[src/rtl/rxf_pkg.sv]
package rxf_pkg;
  localparam int ADDR_W    = 48;
  localparam int OCTETS    = ADDR_W / 8;
  localparam int CRC_W     = 32;
  localparam logic [CRC_W-1:0] CRC_POLY = 32'hEDB88320;
  localparam int NPATH     = 6;
  localparam int P_UCAST   = 0;
  localparam int P_BCAST   = 1;
  localparam int P_MCAST   = 2;
  localparam int P_UHASH   = 3;
  localparam int P_MHASH   = 4;
  localparam int P_PERFECT = 5;
  localparam int CTRL_W    = 14;
  localparam int WAKE_MAGIC_BIT = 12;
  localparam int WAKE_FILT_BIT  = 13;
  localparam logic [CTRL_W-1:0] CTRL_MASK = 14'h303F;
  localparam int STAT_W    = 9;
  localparam int MAGIC_STAT_BIT = 8;
  typedef logic [NPATH-1:0] path_vec_t;
endpackage

[src/rtl/rxf_hash.sv]
module rxf_hash
  import rxf_pkg::*;
#(
  parameter int HASH_BITS = 6,
  parameter int HASH_LSB  = 23
) (
  input  logic [ADDR_W-1:0]    addr,
  output logic [HASH_BITS-1:0] idx
);
  always_comb begin
    logic [CRC_W-1:0] crc;
    logic [7:0]       oct;
    logic             fb;
    crc = '1;
    for (int o = 0; o < OCTETS; o++) begin
      oct = addr[ADDR_W-1-8*o -: 8];
      for (int b = 0; b < 8; b++) begin
        fb  = crc[0] ^ oct[b];
        crc = (crc >> 1) ^ (fb ? CRC_POLY : '0);
      end
    end
    idx = crc[HASH_LSB +: HASH_BITS];
  end
endmodule

[src/rtl/rxf_classify.sv]
module rxf_classify
  import rxf_pkg::*;
#(
  parameter int HASH_BITS = 6,
  localparam int TBL_N    = 1 << HASH_BITS
) (
  input  logic [ADDR_W-1:0]    addr,
  input  logic [ADDR_W-1:0]    station,
  input  logic [TBL_N-1:0]     table_bits,
  input  logic [HASH_BITS-1:0] hash_idx,
  output path_vec_t            hit
);
  logic is_bcast, is_mcast, is_ucast, bucket_on;

  always_comb begin
    is_bcast  = &addr;
    is_mcast  = addr[ADDR_W-8] & ~is_bcast;
    is_ucast  = ~addr[ADDR_W-8];
    bucket_on = table_bits[hash_idx];
    hit            = '0;
    hit[P_UCAST]   = is_ucast;
    hit[P_BCAST]   = is_bcast;
    hit[P_MCAST]   = is_mcast;
    hit[P_UHASH]   = is_ucast & bucket_on;
    hit[P_MHASH]   = is_mcast & bucket_on;
    hit[P_PERFECT] = (addr == station);
  end

  // exactly one address kind
  always_comb begin
    a_one_kind_r3: assert ($onehot({is_bcast, is_mcast, is_ucast}));
  end
endmodule

[src/rtl/rxf_wake.sv]
module rxf_wake
  import rxf_pkg::*;
(
  input  logic              clk,
  input  logic              rst_n,
  input  logic              frame_stb,
  input  path_vec_t         grant,
  input  logic              filt_wake_en,
  input  logic              magic_stb,
  input  logic              magic_wake_en,
  input  logic              clr_wr,
  input  logic [STAT_W-1:0] clr_mask,
  output logic [STAT_W-1:0] status,
  output logic              irq
);
  logic [STAT_W-1:0] status_q, status_d, set_vec, clr_vec;
  logic              upd;

  always_comb begin
    set_vec = '0;
    if (frame_stb && filt_wake_en) set_vec[NPATH-1:0] = grant;
    if (magic_stb && magic_wake_en) set_vec[MAGIC_STAT_BIT] = 1'b1;
    clr_vec  = clr_wr ? clr_mask : '0;
    upd      = (|set_vec) | clr_wr;
    status_d = (status_q & ~clr_vec) | set_vec;
  end

  always_ff @(posedge clk or negedge rst_n) begin
    if (!rst_n)   status_q <= '0;
    else if (upd) status_q <= status_d;
  end

  assign status = status_q;
  assign irq    = |status_q;

  // without a clear, no set bit falls
  p_sticky_r9: assert property (@(posedge clk) disable iff (!rst_n)
    !clr_wr |=> ((status_q & $past(status_q)) == $past(status_q)));
  // magic without enable leaves its bit alone
  p_magic_gated_r8: assert property (@(posedge clk) disable iff (!rst_n)
    (magic_stb && !magic_wake_en && !status_q[MAGIC_STAT_BIT] && !clr_wr)
    |=> !status_q[MAGIC_STAT_BIT]);
  // filter wake disabled -> frame sets nothing new in path bits
  p_filt_gated_r7: assert property (@(posedge clk) disable iff (!rst_n)
    (!filt_wake_en) |=> ((status_q[NPATH-1:0] & ~$past(status_q[NPATH-1:0])) == '0));
  // interrupt rises only after a set source
  p_irq_rise_r10: assert property (@(posedge clk) disable iff (!rst_n)
    $rose(irq) |-> $past(|set_vec));
endmodule

[src/rtl/rxf_addr_filter.sv]
module rxf_addr_filter
  import rxf_pkg::*;
#(
  parameter int HASH_BITS = 6,
  parameter int HASH_LSB  = 23,
  localparam int TBL_N    = 1 << HASH_BITS
) (
  input  logic              clk,
  input  logic              rst_n,
  input  logic              dst_valid,
  input  logic [ADDR_W-1:0] dst_addr,
  input  logic [ADDR_W-1:0] station_addr,
  input  logic [TBL_N-1:0]  hash_table,
  input  logic              magic_match,
  input  logic              ctrl_wr,
  input  logic [CTRL_W-1:0] ctrl_wdata,
  output logic [31:0]       ctrl_rdata,
  input  logic              clr_wr,
  input  logic [STAT_W-1:0] clr_wdata,
  output logic [31:0]       wake_status,
  output logic              wake_irq,
  output logic              accept_valid,
  output logic              accept
);
  logic [CTRL_W-1:0]    ctrl_q, ctrl_d;
  logic [HASH_BITS-1:0] hidx;
  path_vec_t            hit, grant;
  logic                 acc_q, acc_d, accv_q;
  logic [STAT_W-1:0]    status;

  rxf_hash #(.HASH_BITS(HASH_BITS), .HASH_LSB(HASH_LSB)) i_hash (
    .addr(dst_addr), .idx(hidx));

  rxf_classify #(.HASH_BITS(HASH_BITS)) i_class (
    .addr(dst_addr), .station(station_addr), .table_bits(hash_table),
    .hash_idx(hidx), .hit(hit));

  always_comb begin
    ctrl_d = ctrl_wdata & CTRL_MASK;
    grant  = hit & ctrl_q[NPATH-1:0];
    acc_d  = |grant;
  end

  always_ff @(posedge clk or negedge rst_n) begin
    if (!rst_n)       ctrl_q <= '0;
    else if (ctrl_wr) ctrl_q <= ctrl_d;
  end

  always_ff @(posedge clk or negedge rst_n) begin
    if (!rst_n) begin
      acc_q  <= 1'b0;
      accv_q <= 1'b0;
    end else begin
      accv_q <= dst_valid;
      if (dst_valid) acc_q <= acc_d;
    end
  end

  rxf_wake i_wake (
    .clk(clk), .rst_n(rst_n), .frame_stb(dst_valid), .grant(grant),
    .filt_wake_en(ctrl_q[WAKE_FILT_BIT]), .magic_stb(magic_match),
    .magic_wake_en(ctrl_q[WAKE_MAGIC_BIT]), .clr_wr(clr_wr),
    .clr_mask(clr_wdata), .status(status), .irq(wake_irq));

  assign ctrl_rdata   = {{(32-CTRL_W){1'b0}}, ctrl_q};
  assign wake_status  = {{(32-STAT_W){1'b0}}, status};
  assign accept_valid = accv_q;
  assign accept       = acc_q & accv_q;

  // decision strobe follows the address strobe by one cycle
  p_decide_lat_r6: assert property (@(posedge clk) disable iff (!rst_n)
    accept_valid |-> $past(dst_valid));
  // nothing accepted with every path disabled
  p_accept_needs_en_r6: assert property (@(posedge clk) disable iff (!rst_n)
    (dst_valid && ctrl_q[NPATH-1:0] == '0) |=> !accept);
  // reserved control bits stay clear
  p_ctrl_reserved_r2: assert property (@(posedge clk) disable iff (!rst_n)
    ctrl_wr |=> (ctrl_rdata[11:6] == '0 && ctrl_rdata[31:14] == '0));
endmodule

[config.mk]
export PLATFORM = sky130hd
export DESIGN_NAME = rxf_addr_filter
export DESIGN_NICKNAME = d
export VERILOG_FILES = /design/src/rtl/rxf_pkg.sv /design/src/rtl/rxf_hash.sv /design/src/rtl/rxf_classify.sv /design/src/rtl/rxf_wake.sv /design/src/rtl/rxf_addr_filter.sv
export SDC_FILE = /design/constraint.sdc
export NUM_CORES = 1
export LEC_CHECK = 0
export BUFFER_PORTS_ARGS = -buffer_cell sky130_fd_sc_hd__clkbuf_2
export CAP_MARGIN = 20
export CORE_AREA = 2 2 105 107
export CTS_BUF_LIST = sky130_fd_sc_hd__clkbuf_4
export CTS_CLUSTER_SIZE = 14
export DETAILED_ROUTE_END_ITERATION = 8
export DIE_AREA = 0 0 107 109
export PLACE_DENSITY = 0.88
export SKIP_CTS_REPAIR_TIMING = 1
export SLEW_MARGIN = 40
export SYNTH_ARGS = -nofsm -noshare
export SYNTH_HDL_FRONTEND = slang
export SYNTH_SLANG_ARGS = --single-unit
[constraint.sdc]
create_clock -name clk -period 2.06 [get_ports clk]
set_input_delay 0.206 -clock clk [delete_from_list [all_inputs] [get_ports clk]]
set_output_delay 0.206 -clock clk [all_outputs]
set_load 0.01 [all_outputs]
==> summary.json <==
{
  "worst_setup_path": {
    "worst-setup-path-type": "input port to flip-flop",
    "max_stage_delay_ns": 0.58,
    "arrival_time_at_the_worst_endpoint_ns": 5.21,
    "critical_path.top_delay_family": "XOR/XNOR gates",
    "worstReg2RegStart": "ctrl_q[5]$_DFFE_PN0P_",
    "worst-path-max-fanout": 6,
    "cp.required_ns": 2.27,
    "rr_endpoint": "i_wake.status[5]$_DFFE_PN0P_",
    "crit_path_end_kind": "flip-flop",
    "rrSetupSlack_ns": 0.60,
    "critical_path.cell_chain": "buf_8 > buf_12 > buf_4 > xnor2_1 > xnor3_1 > xor2_1 > xnor2_1 > xnor3_1 > xnor2_2 > xnor2_2 > xnor3_2 > buf_12 > buf_6 > mux2i_2 > a22oi_1 > or3_1 > o311a_1 > a32oi_2 > a21oi_1 > o32a_1",
    "r2r_cells": 6,
    "crit_path_start_kind": "input port",
    "crit_slowest_cell": "xnor3_2",
    "critPathBufInv": 5
  },
  "sta": {
    "finClkSkew_ns": 0.004363,
    "finalMaxSlewViolations": 0,
    "worst-slew-pin-transition_ns": 0.5092,
    "worst_slew_margin_rel_pct": 65.74,
    "setup_tns_ns": -8.357,
    "rsz_0062_raised_after_global_routing": "yes",
    "finalHoldViolCount": 0,
    "max_freq_mhz": 200.0,
    "fin_crit_ns": 5.001,
    "setup_viol": 3,
    "final_min_period_over_clock_period_pct": 242.8,
    "final_critical_path_setup_slack_ns": -2.941
  },
  "route": {
    "viasPerCell": 5.435,
    "drtPass1Iterations": 6,
    "routed_wl_um": 20690,
    "initialDrtViolationCount": 521,
    "drt.antenna.violating_nets": 0,
    "wl_per_cell_um": 20.29,
    "dr_total_vias": 5544,
    "route.detailed.drc": 0
  },
  "clock_tree": {
    "cts-root-buf": "clkbuf_4",
    "path_clk_slew_ns": 0.12,
    "sinks_on_the_clock_net": 19,
    "cts_buffer_depth": 2,
    "htree_num_levels": 1,
    "worst_skew_pair.late_latency_ns": 0.31,
    "cts_buf_count": 3,
    "tritoncts_clock_tree": "yes"
  },
  "worst_hold_path": {
    "hold_depth": 1,
    "hold_class": "input port to flip-flop",
    "hold_end": "accept_valid$_DFF_PN0_",
    "min_from": "dst_valid"
  },
  "cells_and_area": {
    "nFillCells": 651,
    "n_antenna_cell": 0,
    "finalNetCount": 1073,
    "post_route_cells_drive_above_1_share_pct": 52.84,
    "area_growth_syn_to_layout_pct": 50.36,
    "sequential_cell_area_sq_um": 475.5,
    "multiInputGateArea_sq_mm": 0.004961
  },
  "floorplanning": {
    "dieArea_sq_mm": 0.01166,
    "io-pin-count": 256,
    "core.rowCount": 38,
    "floorplan.die.height_um": 109,
    "chipWidth_um": 107,
    "coreArea_sq_mm": 0.01060,
    "starting_density_of_the_core_pct": 51.42
  },
  "placement": {
    "post-dp-hpwl_um": 16340,
    "place_worst_setup_slack_ns": -3.191,
    "io_buffers": 202,
    "finalWeightedCongestion": 0.9655
  },
  "global_routing": {
    "grt_remaining_overflow": 0,
    "grt_antenna_before_repair": 0,
    "grt.total_usage_pct": 30.72,
    "grt_max_degree": 20,
    "wire_length_of_the_first_global_routing_pass_um": 27260,
    "vias_in_the_first_global_route": 5368
  },
  "logic_synthesis": {
    "fraction_of_synthesis_flops_using_an_asynchronous_set_or_reset_pin_pct": 100.0,
    "portion_of_the_post_synthesis_area_used_by_sequential_elements_pct": 8.722,
    "yosys_register_bits": 19,
    "synthCells": 523,
    "synth-warning-count": 0,
    "yosys.cell_types.count": 58,
    "synth-edff-count": 0,
    "netlist_area_sq_mm": 0.005451,
    "mapped_avg_cell_area_sq_um": 10.42,
    "dominantRegCellSynth": "dfrtp_1"
  },
  "job": {
    "cap_violations": 0
  },
  "run_status": {
    "run_status": "finished with violations",
    "violations": "setup timing"
  }
}
## synth_stat cells (all sizes together) (9+ instances only)
cell     n  share of area, %
xor2    64                11
dfrtp   19               8.7
o21ai   10              0.92
buf     68               9.2
nand3    9              0.83
nand2   21               1.4
nand4   16               1.8
mux2i   25               4.6
xnor2  120                20
nor4    13               1.5
xnor3   52                22
mux2    13               2.7
## registers in the layout, summed over array words and instances, names as in the netlist
| signal | cells |
|---|---|
| acc_q | 1 |
| accept_valid | 1 |
| i_wake.status | 9 |
| ctrl_q | 8 |
## worst register-to-register path, delay by kind of cell (launching register included)
family                 cells  cell delay, ns
AND/OR/NAND/NOR            3            0.55
flip-flops                 1            0.39
AO/OA/AOI/OAI              2            0.29
buffers and inverters      1            0.16
## how the worst max path moves through the flow
stage | endpoint | start | slack [ns] | cells past startpoint
2_1_floorplan | acc_q$_DFFE_PN0P_ | dst_addr[40] | -2.64 | 19
3_3_place_gp | acc_q$_DFFE_PN0P_ | dst_addr[40] | -3.00 | 17
3_5_place_dp | acc_q$_DFFE_PN0P_ | dst_addr[40] | -3.19 | 19
4_1_cts | acc_q$_DFFE_PN0P_ | dst_addr[40] | -2.88 | 19
5_1_grt | acc_q$_DFFE_PN0P_ | dst_addr[40] | -3.08 | 20
6_report | acc_q$_DFFE_PN0P_ | dst_addr[40] | -2.94 | 20
## layout by cell type (no fill, tap or decap), types with 19 or more instances in the layout
master	n
xnor2_2	20
conb_1	47
dfrtp_1	19
xnor3_1	41
mux2i_1	23
clkbuf_2	197
nand2_1	21
buf_4	164
xnor2_1	95
xor2_1	56
## layer usage
| metal | global-route usage [%] | wire, um | up-vias |
|---|---|---|---|
| met5 | 0 | 0 | - |
| met1 | 34.13 | 7170 | 2570 |
| met4 | 15.03 | 1251 | 0 |
| met3 | 4.662 | 1486 | 104 |
| li1 | - | - | 2452 |
| met2 | 57.28 | 10780 | 418 |
## cells by family after synthesis
group                      share of synthesized area [%]
AOI/OAI and AO/OA                                  6.220
xor gates and xnor gates                           56.00
adders and majority gates                         0.6886
buffers and inverters                              10.05
DFF                                                8.722
muxes                                              9.341
other                                            0.06879
and+or+nand+nor                                    8.905
## metrics by stage
stage,hold slack [ns],instance area [sq um],util [%],std cells
2_1_floorplan,-0.08959,5778,-,569
3_3_place_gp,0.1605,7672,72.36,996
3_5_place_dp,0.1829,7672,72.36,996
4_1_cts,-0.1501,7700,72.62,1000
5_1_grt,0.06921,8197,77.31,1020
6_report,0.07520,8197,77.31,1020
## final cells by class
type / count / share of cell area [%]
multi-input combinational: 471 / 60.53
inverter: 5 / 0.2290
sequential: 19 / 5.801
timing repair buffer: 381 / 30.97
clock buffer: 3 / 0.2748
tap: 140 / 2.137
clock inverter: 1 / 0.06106
Power is not shown: default switching activity piles up to over one toggle a cycle in this logic, so the estimate is an artifact.
